## src/rtl/refresh_pkg.sv

```systemverilog
`timescale 1ns/1ps
package refresh_pkg;
  typedef struct packed {
    logic       en;
    logic       wt;
    logic [1:0] sel;
  } rfsh_cfg_t;

  localparam rfsh_cfg_t CFG_RESET = '{en: 1'b1, wt: 1'b1, sel: 2'b00};
endpackage

```

## src/rtl/refresh_timer.sv

```systemverilog
`timescale 1ns/1ps
module refresh_timer #(
  parameter int BASE  = 10,
  parameter int CNT_W = 7
) (
  input  logic       clk_i,
  input  logic       rst_ni,
  input  logic [1:0] sel_i,
  output logic       tick_o
);
  logic [CNT_W-1:0] cnt_q;
  logic [CNT_W-1:0] limit_m1;

  always_comb begin
    limit_m1 = (CNT_W'(BASE) << sel_i) - CNT_W'(1);
    tick_o   = (cnt_q >= limit_m1);
  end

  // free-running, never held by bus or power state
  always_ff @(posedge clk_i or negedge rst_ni) begin
    if (!rst_ni)     cnt_q <= '0;
    else if (tick_o) cnt_q <= '0;
    else             cnt_q <= cnt_q + CNT_W'(1);
  end

  p_tick_spacing_r5: assert property (@(posedge clk_i) disable iff (!rst_ni)
    (tick_o && $stable(sel_i)) |=> !tick_o);
endmodule

```

## src/rtl/refresh_sequencer.sv

```systemverilog
`timescale 1ns/1ps
module refresh_sequencer (
  input  logic clk_i,
  input  logic rst_ni,
  input  logic en_i,
  input  logic wt_i,
  input  logic tick_i,
  input  logic mcycle_end_i,
  input  logic bus_released_i,
  input  logic lowpower_i,
  output logic busy_o,
  output logic ack_o
);
  logic       pend_q;
  logic       busy_q;
  logic [1:0] len_q;
  logic       start;

  assign start  = pend_q && !busy_q && en_i && mcycle_end_i && !lowpower_i && !bus_released_i;
  assign ack_o  = busy_q && (len_q == 2'd0);
  assign busy_o = busy_q;

  // single latch: newer requests overwrite, never accumulate
  always_ff @(posedge clk_i or negedge rst_ni) begin
    if (!rst_ni)                      pend_q <= 1'b0;
    else if (!en_i || bus_released_i) pend_q <= 1'b0;
    else if (tick_i)                  pend_q <= 1'b1;
    else if (ack_o)                   pend_q <= 1'b0;
  end

  always_ff @(posedge clk_i or negedge rst_ni) begin
    if (!rst_ni) begin
      busy_q <= 1'b0;
      len_q  <= '0;
    end else if (start) begin
      busy_q <= 1'b1;
      len_q  <= wt_i ? 2'd2 : 2'd1;
    end else if (busy_q) begin
      if (len_q == 2'd0) busy_q <= 1'b0;
      else               len_q  <= len_q - 2'd1;
    end
  end

  p_no_start_released_r7: assert property (@(posedge clk_i) disable iff (!rst_ni)
    (!busy_q && bus_released_i) |=> !busy_q);
  p_disabled_drops_req_r3: assert property (@(posedge clk_i) disable iff (!rst_ni)
    !en_i |=> !pend_q);
  p_start_on_boundary_r6: assert property (@(posedge clk_i) disable iff (!rst_ni)
    $rose(busy_q) |-> $past(mcycle_end_i) && !$past(lowpower_i));
  p_ack_ends_cycle_r10: assert property (@(posedge clk_i) disable iff (!rst_ni)
    ack_o |=> !busy_q);
endmodule

```

## src/rtl/refresh_addr_counter.sv

```systemverilog
`timescale 1ns/1ps
module refresh_addr_counter #(
  parameter int ADDR_W = 8
) (
  input  logic              clk_i,
  input  logic              rst_ni,
  input  logic              ack_i,
  output logic [ADDR_W-1:0] addr_o
);
  logic [ADDR_W-1:0] addr_q;

  always_ff @(posedge clk_i or negedge rst_ni) begin
    if (!rst_ni)    addr_q <= '0;
    else if (ack_i) addr_q <= addr_q + ADDR_W'(1);
  end

  assign addr_o = addr_q;

  p_addr_step_r9: assert property (@(posedge clk_i) disable iff (!rst_ni)
    ack_i |=> addr_q == $past(addr_q) + ADDR_W'(1));
  p_addr_hold_r9: assert property (@(posedge clk_i) disable iff (!rst_ni)
    !ack_i |=> $stable(addr_q));
endmodule

```

## src/rtl/dram_refresh_ctrl.sv

```systemverilog
`timescale 1ns/1ps
module dram_refresh_ctrl
  import refresh_pkg::*;
#(
  parameter int BASE_INTERVAL = 10,
  parameter int ADDR_W        = 8,
  localparam int CNT_W        = $clog2(BASE_INTERVAL * 8 + 1)
) (
  input  logic              clk_i,
  input  logic              rst_ni,
  input  logic              cfg_we_i,
  input  logic [3:0]        cfg_wdata_i,
  input  logic              mcycle_end_i,
  input  logic              bus_released_i,
  input  logic              lowpower_i,
  output logic              rfsh_o,
  output logic              rfsh_ack_o,
  output logic [ADDR_W-1:0] rfsh_addr_o
);
  rfsh_cfg_t cfg_q;
  logic      tick;

  always_ff @(posedge clk_i or negedge rst_ni) begin
    if (!rst_ni)       cfg_q <= CFG_RESET;
    else if (cfg_we_i) cfg_q <= rfsh_cfg_t'(cfg_wdata_i);
  end

  refresh_timer #(.BASE(BASE_INTERVAL), .CNT_W(CNT_W)) u_timer (
    .clk_i  (clk_i),
    .rst_ni (rst_ni),
    .sel_i  (cfg_q.sel),
    .tick_o (tick)
  );

  refresh_sequencer u_seq (
    .clk_i          (clk_i),
    .rst_ni         (rst_ni),
    .en_i           (cfg_q.en),
    .wt_i           (cfg_q.wt),
    .tick_i         (tick),
    .mcycle_end_i   (mcycle_end_i),
    .bus_released_i (bus_released_i),
    .lowpower_i     (lowpower_i),
    .busy_o         (rfsh_o),
    .ack_o          (rfsh_ack_o)
  );

  refresh_addr_counter #(.ADDR_W(ADDR_W)) u_addr (
    .clk_i  (clk_i),
    .rst_ni (rst_ni),
    .ack_i  (rfsh_ack_o),
    .addr_o (rfsh_addr_o)
  );

  p_cfg_load_r2: assert property (@(posedge clk_i) disable iff (!rst_ni)
    cfg_we_i |=> cfg_q == rfsh_cfg_t'($past(cfg_wdata_i)));
endmodule

```

## config.mk

```make
export PLATFORM = sky130hd
export DESIGN_NAME = dram_refresh_ctrl
export DESIGN_NICKNAME = d
export VERILOG_FILES = /design/src/rtl/refresh_pkg.sv /design/src/rtl/refresh_timer.sv /design/src/rtl/refresh_sequencer.sv /design/src/rtl/refresh_addr_counter.sv /design/src/rtl/dram_refresh_ctrl.sv
export SDC_FILE = /design/constraint.sdc
export NUM_CORES = 1
export LEC_CHECK = 0
export ABC_AREA = 1
export BUFFER_PORTS_ARGS = -buffer_cell sky130_fd_sc_hd__clkbuf_2
export CAP_MARGIN = 0
export CORE_ASPECT_RATIO = 1.1
export CORE_MARGIN = 2
export CORE_UTILIZATION = 35
export CTS_CLUSTER_DIAMETER = 120
export DETAILED_ROUTE_END_ITERATION = 10
export HOLD_SLACK_MARGIN = 0.02
export PLACE_DENSITY = 0.63
export RECOVER_POWER = 50
export SYNTH_ARGS = -nofsm -noshare
export SYNTH_HDL_FRONTEND = slang
export SYNTH_SLANG_ARGS = --single-unit
```

## constraint.sdc

```tcl
create_clock -name clk_i -period 4.95 [get_ports clk_i]
set_input_delay 0.99 -clock clk_i [delete_from_list [all_inputs] [get_ports clk_i]]
set_output_delay 0.99 -clock clk_i [all_outputs]
set_load 0.01 [all_outputs]
```

# Yosys cells after proc, flatten, opt, wreduce, memory -nomap -nowiden
# Cells that the tools add are included.
[word_totals]
rom_bits = 0
mem_count = 0
input_bits = 10
ram_bits = 0
register_bits = 23
latchBits = 0
out_inout_bits = 10
elab_cells = 41
[op_classes]
n_div = 0
n_addsub = 4
n_lt_le_gt_ge = 1
eq_ne = 1
mux = 11
bitwise = 0
n_mul = 0
n_shift = 1
reduce_logical = 15
[ops]
columns = ["cell", "n"]
rows = [
  ["8-bit by 1-bit adder with 8-bit output, second input constant", 1],
  ["2-bit two-way mux", 4],
  ["7-bit by 1-bit adder with 7-bit output, second input constant", 1],
  ["7-bit >= comparator", 1],
  ["7-bit two-way mux", 1],
  ["4-bit by 2-bit left shift with 7-bit output, first input constant", 1],
  ["7-bit by 2-bit subtractor with 7-bit output, second input constant", 1],
  ["1-bit logical AND", 6],
  ["1-bit two-way mux", 6],
  ["1-bit zero test", 4],
  ["3-bit nonzero test", 1],
  ["2-bit zero test", 1],
  ["2-bit by 1-bit != test with 1-bit output, second input constant", 1],
  ["2-bit AND reduction", 1],
  ["2-bit nonzero test", 1],
  ["2-bit by 1-bit subtractor with 2-bit output, second input constant", 1],
  ["1-bit logical OR", 1],
]

# Logic depth before layout (Yosys ltp)
[depth]
depth_word = 8
ltp_mapped = 10
ltp_nobuf = 10

# Hierarchy
# From an unflattened synthesis, not the netlist that was laid out.
[hier_totals]
hier_cells = 164
hier_area_um2 = 1342.5
[modules_own_cells]
columns = ["module", "instances", "seq_area_each_um2", "cells_per_inst", "area_per_inst_um2"]
rows = [
  ["refresh_timer", 1, 175.2, 70, 553.0],
  ["refresh_addr_counter", 1, 200.2, 40, 375.4],
  ["refresh_sequencer", 1, 100.1, 37, 262.8],
  ["dram_refresh_ctrl", 1, 102.6, 17, 151.4],
]

# Worst setup path before layout
# Ideal clock, no wire load.
[synth_timing]
kind = "reg-to-output"
start = "register u_seq.len_q[0]"
end = "output rfsh_ack_o"
t_required_ns = 3.960
slack_ns = 3.167
n_path_buf = 0
stages_incl_launch_ff = 5
arrival_time_ns = 0.793
path_cell_list = "dfrtp_1 inv_1 ha_1 nand2_2 inv_2"
[synth_via]
elab_chain_cells = 2
[synth_rtl]
columns = ["element", "line_no", "source"]
rows = [
  ["start, declared", "refresh_sequencer.sv:16", "logic [1:0] len_q;"],
  ["start signal, assigned", "refresh_sequencer.sv:37", "len_q <= wt_i ? 2'd2 : 2'd1;"],
  ["start signal, assigned", "refresh_sequencer.sv:40", "else len_q <= len_q - 2'd1;"],
  ["2-bit zero test", "refresh_sequencer.sv:20", "assign ack_o = busy_q && (len_q == 2'd0);"],
  ["1-bit logical AND", "refresh_sequencer.sv:20", ""],
  ["end, declared", "dram_refresh_ctrl.sv:17", "output logic rfsh_ack_o,"],
]
# Every way passes these cells.

# Final worst setup path
# Ends and elaborated chain as after synthesis.

==> run summary <==
Crit path DAT = 1.31 ns
Slew Viols, Final = 0
Routability Congestion = 0.693
Syn_area_per_cell = 8.35 µm²
Number of setup buffers added after CTS = 0
Maximum Capacitance Violations = 0
Most common cell after layout, fill and taps aside = nand2_1
Crit path capture type = output pin
Worst-Margin Slew = 1.26 ns
Yosys warning count = 0
Fill cells = 381
# rows = 23
CTS sink cnt = 23
Post-synthesis cell type count = 18
Relative slew slack = 16.2%
Most frequent cells in the layout = nand2_1 (42), inv_1 (29), dfrtp_1 (21)
Post-route ant nets = 0
Critical Path RT = 3.96 ns
Grt total ovfl = 0
CTS Buffer Depth = 2
Setup_tns = 0 ns
Initial antenna violation count = 0
Share of cells above drive strength 1 = 14.1%
Layout Cells excl Fill = 227
Routed via count = 966
Router iterations before antenna repair = 4
Crit Path Class = reg2out
Maximum VDD drop = 0.000165 V
Placed insts = 223
Setup-failing EPs final = 0
Unrepaired setup endpoints after global routing = false
Status = complete, no violations
PwrDens = 363 nW/µm²
Hold Path Class = reg2reg
Clk_lat worst skew = 0.26 ns
Crit-path max FO = 5
Mapped Cells = 154
Post-CTS resize count = 0
CTS tree = built
Final HPWL DP = 1.55 mm
Vias/cell = 4.26
ANT cells = 0
Die width = 61.8 µm
First-pass GRT wire length = 3.77 mm
Critical path startpoint category = register
Core area = 3600 µm²
Pleak = 0.824 nW
Initial Util = 35.8%
Die Ht = 67.6 µm
Fmax = 0.435 GHz
# IOs = 20
Post-route DRC violation count = 0
GRT Total Usage = 11.9%
CTS Buf Count = 3
Vias in the first global route = 931
CTS Hold Bufs = 0
Initial drt markers = 27
Nets@finish = 202
Clk root buf = clkbuf_8
Area Overhead vs Synth = 15.4%
Crit share post-route = 46.5%
Final Hold Vio Count = 0
CTS clk-pin slew, worst paths = 0.08 ns
Routed wire per std cell = 9.07 µm
Seq/Total Area, Yosys = 44.9%
Buffers added on ports = 19
Pin count of the biggest net entering global routing = 24
Hold Slack = 0.501 ns
Clock Skews = 0.00257 ns
Post-Route WL = 2.06 mm
Final min period = 2.30 ns
Post-synthesis register bit count = 23
Post-Syn Area = 1290 µm²
Net Count, Synth = 178
CTS H-tree depth = 1
Die Area = 4180 µm²
## power breakdown
| group | switching (mW) | internal [mW] | total (mW) |
|---|---|---|---|
| Combinational | 0.0914 | 0.0716 | 0.163 |
| Sequential | 0.0352 | 0.227 | 0.262 |
| Clock | 0.0568 | 0.0573 | 0.114 |
## sequential cells by signal, indices dropped and copies added (netlist names)
signal,flops
u_addr.addr_o,8
cfg_q,4
u_timer.cnt_q,7
u_seq.pend_q,1
u_seq.busy_o,1
u_seq.len_q,2
## per-layer routing
| layer | up-vias | global-route usage (%) | share of wire, % |
|---|---|---|---|
| li1 | 515 | - | - |
| met3 | 2 | 1.72 | 2.9 |
| met1 | 438 | 15.5 | 50 |
| met5 | - | 0 | 0 |
| met4 | 0 | 4.79 | 0.92 |
| met2 | 11 | 19.6 | 46 |
## area by class of cell
type	instances	area, µm²	share of cell area (%)
clock buffers	4	45.0	3.04
inverters	29	109	7.34
well taps	50	62.6	4.22
repair buffers	19	92.6	6.24
multi-input cells	102	597	40.2
flip-flops and latches	23	578	39.0
## worst paths after layout
| check | start | end | slack (ns) | cells after the start |
|---|---|---|---|---|
| worst max-delay path | u_seq.len_q[0] | rfsh_ack_o | 2.65 | 5 |
| min in group asynchronous | rst_ni | cfg_q[0] | 0.98 | 1 |
| worst max register to register | cfg_q[0] | u_seq.pend_q | 3.14 | 10 |
| worst min register to register | cfg_q[3] | cfg_q[3] | 0.50 | 2 |
| worst min-delay path | cfg_q[3] | cfg_q[3] | 0.50 | 2 |
| max in group asynchronous | rst_ni | u_timer.cnt_q[5] | 3.23 | 1 |
## logic make-up (layout without fill, tap and decap cells)
logic type                 Yosys count  count (layout)  synth area share, %
AOI/OAI and AO/OA                    7               7                 2.92
xor gates and xnor gates             9               9                 6.13
adders and majority gates           14              14                 13.6
buffers and inverters               29              52                 8.46
DFF                                 23              23                 44.9
muxes                                1               1                0.875
and+or+nand+nor                     71              71                 23.1
## synth_stat cells
library cell	number	area share (%)
a21oi_1	1	0.39
inv_1	28	8.2
o21a_1	1	0.58
nand4_1	2	0.97
ha_1	14	14
nand2_2	1	0.49
dfrtp_1	21	41
o21ai_0	5	1.9
mux2_2	1	0.88
nand2_1	41	12
nor2_2	2	0.97
nor2_1	13	3.8
inv_2	1	0.29
nand3b_1	1	0.58
xnor2_1	2	1.4
xor2_1	7	4.8
nand3_1	11	4.3
dfstp_2	2	4.1
## worst max-delay path, stage by stage, from the launching register on
cell,delay (ns)
dfrtp_1,0.36
inv_1,0.08
ha_1,0.20
nand2_1,0.14
inv_1,0.13
clkbuf_2,0.14
## per-stage QoR
step	util [%]	instance area (µm²)	worst slack, ns	power, mW
final	41.3	1480	2.65	0.539
after global routing	41.3	1480	2.51	0.593
after floorplan	-	1290	3.17	0.387
after detailed placement	40.1	1440	3.00	0.432
after global placement	40.1	1440	3.02	0.430
after CTS	41.4	1490	2.70	0.552
No activity file was read; power rests on OpenSTA's default activity.
